## src/rtl/evt_irq_pkg.sv

```systemverilog
package evt_irq_pkg;

    localparam int EVT_W     = 8;
    localparam int BIT_AUTO  = 0;
    localparam int BIT_TICK  = 3;
    localparam int BIT_REPLY = 4;

    // bits reported and cleared by an acknowledge while a reply waits
    localparam logic [EVT_W-1:0] REPLY_BITS = (EVT_W'(1) << BIT_REPLY) | (EVT_W'(1) << BIT_AUTO);
    // enables after reset: reply and tick
    localparam logic [EVT_W-1:0] MASK_INIT  = (EVT_W'(1) << BIT_REPLY) | (EVT_W'(1) << BIT_TICK);

    typedef enum logic {
        OP_ACK     = 1'b0,
        OP_SETMASK = 1'b1
    } cmd_op_e;

endpackage

```

## src/rtl/evt_timebase.sv

```systemverilog
module evt_timebase #(
    parameter int CYC_PER_MS = 1000,
    parameter int TICK_MS    = 1000
) (
    input  logic clk,
    input  logic rst_n,
    input  logic time_ce,
    output logic ms_stb,
    output logic sec_stb
);
    localparam int MW = $clog2(CYC_PER_MS + 1);
    localparam int SW = $clog2(TICK_MS + 1);

    typedef struct packed {
        logic [MW-1:0] ms_cnt;
        logic [SW-1:0] sec_cnt;
    } tb_t;

    tb_t st_d, st_q;

    always_comb begin
        st_d    = st_q;
        ms_stb  = time_ce && (st_q.ms_cnt == MW'(CYC_PER_MS - 1));
        sec_stb = ms_stb && (st_q.sec_cnt == SW'(TICK_MS - 1));
        if (time_ce) begin
            st_d.ms_cnt = ms_stb ? '0 : st_q.ms_cnt + 1'b1;
        end
        if (ms_stb) begin
            // wrap to zero exactly at the target: period is fixed, no drift
            st_d.sec_cnt = sec_stb ? '0 : st_q.sec_cnt + 1'b1;
        end
    end

    always_ff @(posedge clk) begin
        if (!rst_n) st_q <= '0;
        else        st_q <= st_d;
    end

endmodule

```

## src/rtl/evt_poll_timer.sv

```systemverilog
module evt_poll_timer #(
    parameter int POLL_MS = 30,
    parameter int SEL_W   = 16
) (
    input  logic             clk,
    input  logic             rst_n,
    input  logic             ms_stb,
    input  logic             sel_we,
    input  logic [SEL_W-1:0] sel_wdata,
    input  logic             reply_busy,
    output logic [SEL_W-1:0] poll_sel,
    output logic             poll_fire
);
    localparam int PW = $clog2(POLL_MS + 1);

    typedef struct packed {
        logic [SEL_W-1:0] sel;
        logic [PW-1:0]    cnt;
    } pt_t;

    pt_t  st_d, st_q;
    logic running;
    logic expire;

    always_comb begin
        st_d      = st_q;
        running   = (st_q.sel != '0);
        expire    = running && ms_stb && (st_q.cnt == PW'(POLL_MS - 1));
        poll_fire = expire && !reply_busy;
        if (running && ms_stb) begin
            st_d.cnt = expire ? '0 : st_q.cnt + 1'b1;
        end
        if (sel_we && (sel_wdata != st_q.sel)) begin
            st_d.sel = sel_wdata;
            st_d.cnt = '0;
        end
    end

    assign poll_sel = st_q.sel;

    always_ff @(posedge clk) begin
        if (!rst_n) st_q <= '0;
        else        st_q <= st_d;
    end

endmodule

```

## src/rtl/evt_reply_buf.sv

```systemverilog
module evt_reply_buf #(
    parameter int DEPTH = 8,
    localparam int AW   = (DEPTH > 1) ? $clog2(DEPTH) : 1
) (
    input  logic               clk,
    input  logic               rst_n,
    input  logic               we,
    input  logic [AW-1:0]      addr,
    input  logic [7:0]         wdata,
    output logic [DEPTH*8-1:0] rd_all
);
    for (genvar g = 0; g < DEPTH; g++) begin : g_ent
        logic [7:0] ent_d, ent_q;

        always_comb begin
            ent_d = ent_q;
            if (we && (addr == AW'(g))) ent_d = wdata;
        end

        always_ff @(posedge clk) begin
            if (!rst_n) ent_q <= '0;
            else        ent_q <= ent_d;
        end

        assign rd_all[g*8 +: 8] = ent_q;
    end

endmodule

```

## src/rtl/evt_rsp_stream.sv

```systemverilog
module evt_rsp_stream #(
    parameter int DEPTH = 8,
    localparam int N    = DEPTH + 1,
    localparam int IW   = $clog2(N),
    localparam int LW   = $clog2(DEPTH + 1)
) (
    input  logic               clk,
    input  logic               rst_n,
    input  logic               load,
    input  logic [7:0]         hdr,
    input  logic [DEPTH*8-1:0] payload,
    input  logic [LW-1:0]      plen,
    input  logic               rsp_ready,
    output logic               rsp_valid,
    output logic [7:0]         rsp_data,
    output logic               rsp_last
);
    typedef struct packed {
        logic              busy;
        logic [IW-1:0]     idx;
        logic [IW-1:0]     last;
        logic [N-1:0][7:0] sh;
    } rs_t;

    rs_t st_d, st_q;

    always_comb begin
        st_d = st_q;
        if (load) begin
            st_d.busy  = 1'b1;
            st_d.idx   = '0;
            st_d.last  = IW'(plen);
            st_d.sh[0] = hdr;
            for (int i = 0; i < DEPTH; i++) begin
                st_d.sh[i+1] = payload[i*8 +: 8];
            end
        end else if (st_q.busy && rsp_ready) begin
            if (st_q.idx == st_q.last) st_d.busy = 1'b0;
            else                       st_d.idx  = st_q.idx + 1'b1;
        end
    end

    assign rsp_valid = st_q.busy;
    assign rsp_data  = st_q.sh[st_q.idx];
    assign rsp_last  = st_q.busy && (st_q.idx == st_q.last);

    always_ff @(posedge clk) begin
        if (!rst_n) st_q <= '0;
        else        st_q <= st_d;
    end

endmodule

```

## src/rtl/evt_irq_ctrl.sv

```systemverilog
module evt_irq_ctrl
    import evt_irq_pkg::*;
#(
    parameter int CYC_PER_MS = 1000,
    parameter int TICK_MS    = 1000,
    parameter int POLL_MS    = 30,
    parameter int RB_DEPTH   = 8,
    parameter int SEL_W      = 16,
    localparam int RB_AW     = (RB_DEPTH > 1) ? $clog2(RB_DEPTH) : 1,
    localparam int RB_LW     = $clog2(RB_DEPTH + 1)
) (
    input  logic             clk,
    input  logic             rst_n,
    input  logic             time_ce,
    input  logic [EVT_W-1:0] evt_set,
    input  logic             cmd_valid,
    input  logic             cmd_op,
    input  logic [3:0]       cmd_argc,
    input  logic [7:0]       cmd_arg,
    output logic             rsp_valid,
    output logic [7:0]       rsp_data,
    output logic             rsp_last,
    input  logic             rsp_ready,
    input  logic             rbuf_we,
    input  logic [RB_AW-1:0] rbuf_addr,
    input  logic [7:0]       rbuf_wdata,
    input  logic             rbuf_commit,
    input  logic [RB_LW-1:0] rbuf_len,
    input  logic             rbuf_from_poll,
    input  logic             pollmask_we,
    input  logic [SEL_W-1:0] pollmask,
    output logic [SEL_W-1:0] poll_sel,
    output logic             poll_fire,
    output logic             irq_n
);
    typedef struct packed {
        logic [EVT_W-1:0] pend;
        logic [EVT_W-1:0] mask;
        logic [RB_LW-1:0] rsize;
    } ctl_t;

    ctl_t ctl_d, ctl_q;

    logic [EVT_W-1:0]    pend_q, mask_q;
    logic                ms_stb, sec_stb;
    logic                reply_pend;
    logic                ack_ok, mwr_ok;
    logic                poll_blocked, buf_we, commit_ok;
    logic [EVT_W-1:0]    set_v, clr_v;
    logic [7:0]          hdr;
    logic [RB_LW-1:0]    plen;
    logic [RB_DEPTH*8-1:0] buf_all;

    assign pend_q     = ctl_q.pend;
    assign mask_q     = ctl_q.mask;
    assign reply_pend = ctl_q.pend[BIT_REPLY];

    evt_timebase #(
        .CYC_PER_MS(CYC_PER_MS),
        .TICK_MS   (TICK_MS)
    ) u_timebase (
        .clk    (clk),
        .rst_n  (rst_n),
        .time_ce(time_ce),
        .ms_stb (ms_stb),
        .sec_stb(sec_stb)
    );

    evt_poll_timer #(
        .POLL_MS(POLL_MS),
        .SEL_W  (SEL_W)
    ) u_poll (
        .clk       (clk),
        .rst_n     (rst_n),
        .ms_stb    (ms_stb),
        .sel_we    (pollmask_we),
        .sel_wdata (pollmask),
        .reply_busy(reply_pend),
        .poll_sel  (poll_sel),
        .poll_fire (poll_fire)
    );

    evt_reply_buf #(
        .DEPTH(RB_DEPTH)
    ) u_rbuf (
        .clk   (clk),
        .rst_n (rst_n),
        .we    (buf_we),
        .addr  (rbuf_addr),
        .wdata (rbuf_wdata),
        .rd_all(buf_all)
    );

    evt_rsp_stream #(
        .DEPTH(RB_DEPTH)
    ) u_stream (
        .clk      (clk),
        .rst_n    (rst_n),
        .load     (ack_ok),
        .hdr      (hdr),
        .payload  (buf_all),
        .plen     (plen),
        .rsp_ready(rsp_ready),
        .rsp_valid(rsp_valid),
        .rsp_data (rsp_data),
        .rsp_last (rsp_last)
    );

    // command qualification
    assign ack_ok = cmd_valid && (cmd_op_e'(cmd_op) == OP_ACK) && (cmd_argc == 4'd0) && !rsp_valid;
    assign mwr_ok = cmd_valid && (cmd_op_e'(cmd_op) == OP_SETMASK) && (cmd_argc == 4'd1);

    // a poll result may not overwrite a reply that is still waiting
    assign poll_blocked = rbuf_from_poll && reply_pend;
    assign buf_we       = rbuf_we && !poll_blocked;
    assign commit_ok    = rbuf_commit && !poll_blocked;

    // acknowledge header and payload length
    assign hdr  = reply_pend ? (ctl_q.pend & REPLY_BITS) : ctl_q.pend;
    assign plen = reply_pend ? ctl_q.rsize : '0;

    always_comb begin
        ctl_d = ctl_q;
        clr_v = '0;
        set_v = evt_set;

        if (ack_ok) begin
            if (reply_pend) begin
                clr_v       = REPLY_BITS;
                ctl_d.rsize = '0;
            end else begin
                clr_v = '1;
            end
        end

        if (sec_stb) set_v[BIT_TICK] = 1'b1;

        if (commit_ok) begin
            set_v[BIT_REPLY] = 1'b1;
            if (rbuf_from_poll) set_v[BIT_AUTO] = 1'b1;
            ctl_d.rsize = (rbuf_len > RB_LW'(RB_DEPTH)) ? RB_LW'(RB_DEPTH) : rbuf_len;
        end

        // set after clear: a simultaneous event is never lost
        ctl_d.pend = (ctl_q.pend & ~clr_v) | set_v;

        if (mwr_ok) ctl_d.mask = cmd_arg;
    end

    always_ff @(posedge clk) begin
        if (!rst_n) begin
            ctl_q.pend  <= '0;
            ctl_q.mask  <= MASK_INIT;
            ctl_q.rsize <= '0;
        end else begin
            ctl_q <= ctl_d;
        end
    end

    assign irq_n = ~|(ctl_q.pend & ctl_q.mask);

endmodule

```

## config.mk

```make
export PLATFORM = sky130hd
export DESIGN_NAME = evt_irq_ctrl
export DESIGN_NICKNAME = d
export VERILOG_FILES = /design/src/rtl/evt_irq_pkg.sv /design/src/rtl/evt_timebase.sv /design/src/rtl/evt_poll_timer.sv /design/src/rtl/evt_reply_buf.sv /design/src/rtl/evt_rsp_stream.sv /design/src/rtl/evt_irq_ctrl.sv
export SDC_FILE = /design/constraint.sdc
export NUM_CORES = 1
export LEC_CHECK = 0
export ABC_CLOCK_PERIOD_IN_PS = 2900
export CAP_MARGIN = 20
export CORE_ASPECT_RATIO = 2
export CORE_MARGIN = 2
export CORE_UTILIZATION = 40
export DETAILED_ROUTE_END_ITERATION = 8
export DONT_BUFFER_PORTS = 1
export GPL_ROUTABILITY_DRIVEN = 0
export HOLD_SLACK_MARGIN = 0.1
export REMOVE_ABC_BUFFERS = 1
export SLEW_MARGIN = 20
export SYNTH_ARGS = -nofsm -noshare
export SYNTH_HDL_FRONTEND = slang
export SYNTH_HIERARCHICAL = 1
export SYNTH_SLANG_ARGS = --single-unit
```

## constraint.sdc

```tcl
create_clock -name clk -period 2.9 [get_ports clk]
set_input_delay 0.145 -clock clk [delete_from_list [all_inputs] [get_ports clk]]
set_output_delay 0.145 -clock clk [all_outputs]
set_load 0.02 [all_outputs]
```

==> results of run 1 <==
-- final timing paths --
path | startpoint | endpoint | slack, ns | cells after the start
worst max-delay path | u_timebase/st_q[10] | poll_fire | 0.20 | 7
worst min-delay path | rbuf_addr[1] | u_rbuf/g_ent[6].ent_q[0] | 0.12 | 3
worst max register to register | u_poll/poll_sel[5] | u_poll/poll_sel[7] | 0.25 | 6
worst min register to register | u_rbuf/g_ent[2].ent_q[3] | u_rbuf/g_ent[2].ent_q[3] | 0.46 | 2
-- per-stage QoR --
step | utilization [%] | cells | total power, mW | hold slack [ns] | TNS (ns)
6_report | 49.4 | 1308 | 5.87 | 0.117 | 0
5_1_grt | 49.4 | 1308 | 6.09 | 0.114 | 0
4_1_cts | 49.4 | 1308 | 5.94 | 0.103 | 0
3_5_place_dp | 41.3 | 1154 | 3.22 | 0.257 | 0
3_3_place_gp | 41.3 | 1154 | 3.22 | 0.256 | 0
2_1_floorplan | - | 858 | 3.16 | 0.223 | -72.85
-- cell type report --
class	count	area [µm²]
Clock buffer	28	592
Clock inverter	9	55.1
Fill cell	2074	11500
Inverter	10	37.5
Multi-Input combinational cell	642	4710
Sequential cell	206	4120
Tap cell	280	350
Timing Repair Buffer	133	1360
-- cell usage in the layout, fill, tap and decap left out, types with 5 or more instances in the layout --
cell type and n:
buf_4 12, xnor2_1 22, xor2_1 7, nor2b_1 86, a31oi_1 10, mux4_2 8, clkbuf_16 21, nand4_1 11
a21oi_1 12, nor2_1 9, ha_1 5, nand4b_1 5, clkinv_2 5, nor4_1 9, nand2_1 158, dfxtp_1 206
o221ai_1 8, mux2i_1 173, and2_1 11, a22oi_1 6, inv_1 10, mux2_2 8, a21boi_0 6, nand3_1 8
dlygate4sd3_1 116, o21ai_0 12
-- power by group through the flow --
stage | Clock, mW | Sequential (mW) | Combinational, mW
after detailed placement | 0 | 3.01 | 0.218
after floorplan | 0 | 2.99 | 0.172
after global routing | 2.74 | 2.95 | 0.411
after CTS | 2.62 | 2.94 | 0.377
final | 2.55 | 2.94 | 0.379
after global placement | 0 | 3.01 | 0.216
-- kinds of logic after synthesis --
logic type,Yosys count,share of synthesized area (%)
XOR/XNOR,29,2.74
flip-flops,206,44.5
buffers and inverters,82,4.73
adder cells (fa/ha/maj),5,0.674
AND/OR/NAND/NOR,339,19.5
AO/OA/AOI/OAI,80,6.29
multiplexers,189,21.6
-- flip-flops by register name (all words and copies together), names as in the netlist --
name and flops:
u_stream/st_q 80, u_rbuf/g_ent.ent_q 64, u_timebase/st_q 20, u_poll/poll_sel 16, mask_q 8, pend_q 8
u_poll/st_q 5, ctl_q 4, u_stream/rsp_valid 1
-- tightest hold or removal path: stages --
cell      delay, ns
nand4b_1       0.07
buf_4          0.24
mux2i_1        0.10
-- routing by layer --
layer | up-vias | track usage [%] | routed length [µm]
met5 | - | 0 | 0
met4 | 0 | 9.30 | 1050
met3 | 54 | 2.60 | 879
met2 | 156 | 36.7 | 12800
met1 | 3264 | 19.8 | 8740
li1 | 3397 | - | -
-- timing repair --
action                                 in CTS  in global routing
setup buffers                               0                  0
endpoints found under the hold margin     205                  0
hold buffers                              117                  0
==> results.md, run 1 <==
- Status: completed
- Primary FF master, synth: dfxtp_1
- Net load switching power: 1.34 mW
- Switching share of power: 22.9%
- Post-synth EDFFs: 0
- Final setup margin: 0.203 ns
- PortBufs: 0
- Crit path launch type: flip-flop
- WP data required: 2.76 ns
- Worst skew pair latency: 0.50 ns
- Average cell area after synthesis: 9.97 µm²
- # DRC: 0
- Synth area leaders: dfxtp_1 (44%), mux2i_1 (19%), nand2_1 (6.4%), nor2b_1 (5.8%), xnor2_1 (2.1%)
- First-pass GRT wire length: 37300 µm
- Final ANT Viol Nets: 0
- Worst-path clk slew: 0.06 ns
- Ys Warns: 6
- Die extent in x: 112 µm
- Die area: 24500 µm²
- Final Skew: 0.00825 ns
- Post-placement cell area: 9400 µm²
- I/O pin count: 89
- Via Count: 6871
- Cts repair resizes: 0
- Row count: 78
- Vias in the first global route: 7028
- Wire per inst: 17.9 µm
- Slew HR: 42.2%
- Antenna Cells: 0
- Global-route usage over all layers: 19.0%
- Worst path cell trace: ha_1, and3_1, nand3_1, inv_1, inv_1, a41oi_2, and4b_1
- Iter 0 DRT Violations: 359
- CP top delay family: simple AND/OR/NAND/NOR gates
- CTS tree: yes
- Clock Power Share: 43.4%
- Cell variety after synth: 67
- Most used cell, CP: inv_1
- CP Buf/Inv Count: 2
- Final worst-path cycle share: 93.0%
- Worst EP arrival: 2.55 ns
- Asr flop ratio synth: 0%
- CP peak stage delay: 0.45 ns
- Crit path max-delay cell type: a41oi_2
- CP Max Fanout: 9
- Vias per Instance: 5.25
- Sequential fraction of the synthesis area: 44.5%
- Post-synth top area cell: dfxtp_1
- Synth-to-Final Area Change: 21.1%
- Max Slew Vio Count: 0
- Htree depth: 1
- Peak VDD IR: 486 µV
- Final nets: 1080
- Clock period minus worst slack: 2.70 ns
- Leakage: 4.27 nW
- Logic pwr share: 6.5%
- Number of synthesized register bits: 206
- Unrepaired setup endpoints after global routing: no
- Hold Violations, Final: 0
- Setup violators final: 0
- Hold Path Class: primary input to flip-flop
- Ratio of cells with drive above 1 in the final layout: 7.88%
- Antenna violations before repair: 0
- Internal: 4.53 mW
- HPWL after DPL: 15000 µm
- Slew @ Worst Pin: 0.866 ns
- Syn Std Cell Area: 9280 µm²
- Synth top cells by count: dfxtp_1 (206), mux2i_1 (173), nand2_1 (158)
- Power Dens Cells: 523 nW/µm²
- Max Freq: 371 MHz
- Pin count of the biggest net entering global routing: 160
- Drt pass-1 iters: 5
- Syn Inst Count: 930
- Flop pwr share: 50.1%
- Dpl ws: 0.653 ns
- Crit Path Category: flip-flop to output pin
- WL final: 23400 µm
- Max-cap violation count: 0
- Post-synth top area share: 44.5%
- Crit end category: output pin
- Sink Count: 206
- Height of the die: 219 µm
- Most frequent cell after synthesis: dfxtp_1
- Initial core utilization: 40.8%
- Root Buffer: clkbuf_16
- Gr ovfl total: 0
- Finished Cell Area: 11200 µm²
- Floorplan core area: 22700 µm²
- Num CTS Buffers: 21
- Clk buf depth: 3
(Power assumes the default switching activity.)
==> run 2, diff against run 1 <==
--- a/config.mk
+++ b/config.mk
@@ -9,12 +9,12 @@
 export CAP_MARGIN = 20
 export CORE_ASPECT_RATIO = 2
 export CORE_MARGIN = 2
-export CORE_UTILIZATION = 40
+export CORE_UTILIZATION = 55
 export DETAILED_ROUTE_END_ITERATION = 8
 export DONT_BUFFER_PORTS = 1
 export GPL_ROUTABILITY_DRIVEN = 0
 export HOLD_SLACK_MARGIN = 0.1
-export REMOVE_ABC_BUFFERS = 1
+export PLACE_DENSITY = 0.7
 export SLEW_MARGIN = 20
 export SYNTH_ARGS = -nofsm -noshare
 export SYNTH_HDL_FRONTEND = slang
==> run 2 against run 1 <==
Effect of this change: first-iteration DRC count grew 3.9%; cell count shrank 6.7%; clock-buffer cell count grew 2; setup slack gained 0.047 ns; global-route usage grew 6.0 points; total power grew 1.7%; die area shrank 27%; critical path type unchanged; highest routed layer unchanged.
==> results.md, run 2 (synthesis results as in run 1) <==
- Final Skew: 0.0193 ns (+0.0111 ns)
- Final setup margin: 0.250 ns (+0.0469 ns)
- WP data required: 2.76 ns (about the same)
- Die extent in x: 95.8 µm (-14%)
- Dpl ws: 0.716 ns (+0.0632 ns)
- Root Buffer: clkbuf_16
- Fin cells: 1221 (-6.7%)
- Final worst-path cycle share: 91.4% (-1.6 points)
- Logic pwr share: 5.9% (-0.6 points)
- Status: completed
- Worst-path clk slew: 0.06 ns (about the same)
- Gr ovfl total: 0 (unchanged)
- Clock period minus worst slack: 2.65 ns (-0.0469 ns)
- Hold path depth: 3 (unchanged)
- Sink Count: 206 (unchanged)
- Ratio of cells with drive above 1 in the final layout: 7.70% (-0.18 points)
- Peak VDD IR: 487 µV (+0.12%)
- HPWL after DPL: 13300 µm (-11%)
- Via Count: 6966 (+1.4%)
- # DRC: 0 (unchanged)
- Max Slew Vio Count: 0 (unchanged)
- Worst reg2reg setup slack: 0.30 ns (+0.05 ns)
- Post-Syn Nets: 996
- Crit path launch type: flip-flop
- Antenna violations before repair: 1 (+1)
- Iter 0 DRT Violations: 373 (+3.9%)
- Final nets: 1065 (-1.4%)
- I/O pin count: 89 (unchanged)
- CP Max Fanout: 9 (unchanged)
- Switching share of power: 22.2% (-0.68 points)
- Layout Utilization: 66.3% (+17 points)
- Flop pwr share: 49.2% (-0.9 points)
- CTS tree: yes
- Max Freq: 377 MHz (+1.8%)
- Clk buf depth: 3 (unchanged)
- Max reg flops: 80 (unchanged)
- Global-route usage over all layers: 25.0% (+6.0 points)
- Die area: 18000 µm² (-27%)
- Cts repair resizes: 0 (unchanged)
- Row count: 67 (-14%)
- Reg2reg path depth: 5 (-1)
- Slew @ Worst Pin: 0.963 ns (+0.0969 ns)
- Cell Count Post-Placement: 1081 (-6.3%)
- Floorplan core area: 16600 µm² (-27%)
- Commonest non-fill, non-tap cell in the layout: dfxtp_1
- Net load switching power: 1.32 mW (-1.4%)
- Clock Power Share: 44.9% (+1.5 points)
- Top reg by flops: u_stream/st_q
- Slew HR: 35.8% (-6.4 points)
- Drt pass-1 iters: 7 (+2)
- WL final: 22200 µm (-5.1%)
- Synth-to-Final Area Change: 18.7%
- Vias per Instance: 5.71 (+8.6%)
- Internal: 4.64 mW (+2.6%)
- Leakage: 4.29 nW (+0.48%)
- Height of the die: 188 µm (-14%)
- Power Dens Cells: 542 nW/µm² (+3.7%)
- Commonest non-fill, non-tap cells in the layout: dfxtp_1 (206), mux2i_1 (173), nand2_1 (158)
- PortBufs: 0 (unchanged)
- Htree depth: 1 (unchanged)
- Crit end category: output pin
- Num CTS Buffers: 20 (-4.8%)
- First-pass GRT wire length: 36000 µm (-3.5%)
- Worst EP arrival: 2.50 ns (-0.05 ns)
- # hold bufs at CTS: 103 (-12%)
- Initial core utilization: 55.9% (+15 points)
- Vias in the first global route: 7119 (+1.3%)
- Fin Hold WS: 0.120 ns (+0.00298 ns)
- Setup violators final: 0 (unchanged)
- Max-cap violation count: 0 (unchanged)
- Wire per inst: 18.2 µm (+1.6%)
- Hold Violations, Final: 0 (unchanged)
- # Post-CTS Setup Buffers: 0 (unchanged)
- Worst skew pair latency: 0.51 ns (about the same)
- Filler cells: 1290 (-38%)
- Setup TNS: 0 ns (unchanged)
- Unrepaired setup endpoints after global routing: no
- Hold Path Class: primary input to flip-flop
- Pin count of the biggest net entering global routing: 183 (+14%)
- Crit Path Category: flip-flop to output pin
- Final ANT Viol Nets: 0 (unchanged)
- Largest regs: u_stream/st_q (80), u_rbuf/g_ent.ent_q (64), u_timebase/st_q (20)
[run 2: power groups by stage]
stage               clock (mW)  combinational, mW  sequential, mW
floorplan                    0              0.247            2.97
global placement             0              0.218            3.00
detailed placement           0              0.223            3.00
CTS                       2.74              0.347            2.93
global route              2.84              0.383            2.94
finish                    2.68              0.355            2.94
[run 2: final timing paths]
| check | startpoint | end |
|---|---|---|
| min reg2reg | u_rbuf/g_ent[2].ent_q[7] | u_rbuf/g_ent[2].ent_q[7] |
| max | u_timebase/st_q[10] | poll_fire |
| min | rbuf_addr[2] | u_rbuf/g_ent[1].ent_q[4] |
| max reg2reg | u_poll/poll_sel[0] | u_poll/poll_sel[6] |
[run 2: critical path: stages, from the launching register on]
cell and delay (ns):
dfxtp_1 0.37, ha_1 0.21, and3_1 0.29, nand3_1 0.14, inv_1 0.09, inv_1 0.05
a41oi_2 0.45, and4b_1 0.41
[run 2: layer usage]
| metal | track usage [%] | wire length (µm) | vias to the layer above |
|---|---|---|---|
| met3 | 4.34 | 1090 | 58 |
| met1 | 31.4 | 9330 | 3381 |
| met4 | 10.5 | 865 | 0 |
| met5 | 0 | 0 | - |
| li1 | - | - | 3366 |
| met2 | 41.6 | 10900 | 161 |
[run 2: final cells by class]
class                   count  area, µm²  area share [%]
diodes                      1       2.50          0.0227
clock buffers              30        588            5.34
multi-input cells         642       4710            42.8
flip-flops and latches    206       4120            37.5
clock inverters             6       91.3           0.830
repair buffers            119       1190            10.8
well taps                 207        259            2.35
inverters                  10       37.5           0.341
[run 2: per-stage QoR]
step	cell area, µm²	power [mW]
finish	11000	5.97
global route	11000	6.16
CTS	11000	6.02
detailed placement	9280	3.22
global placement	9280	3.21
floorplan	9280	3.22
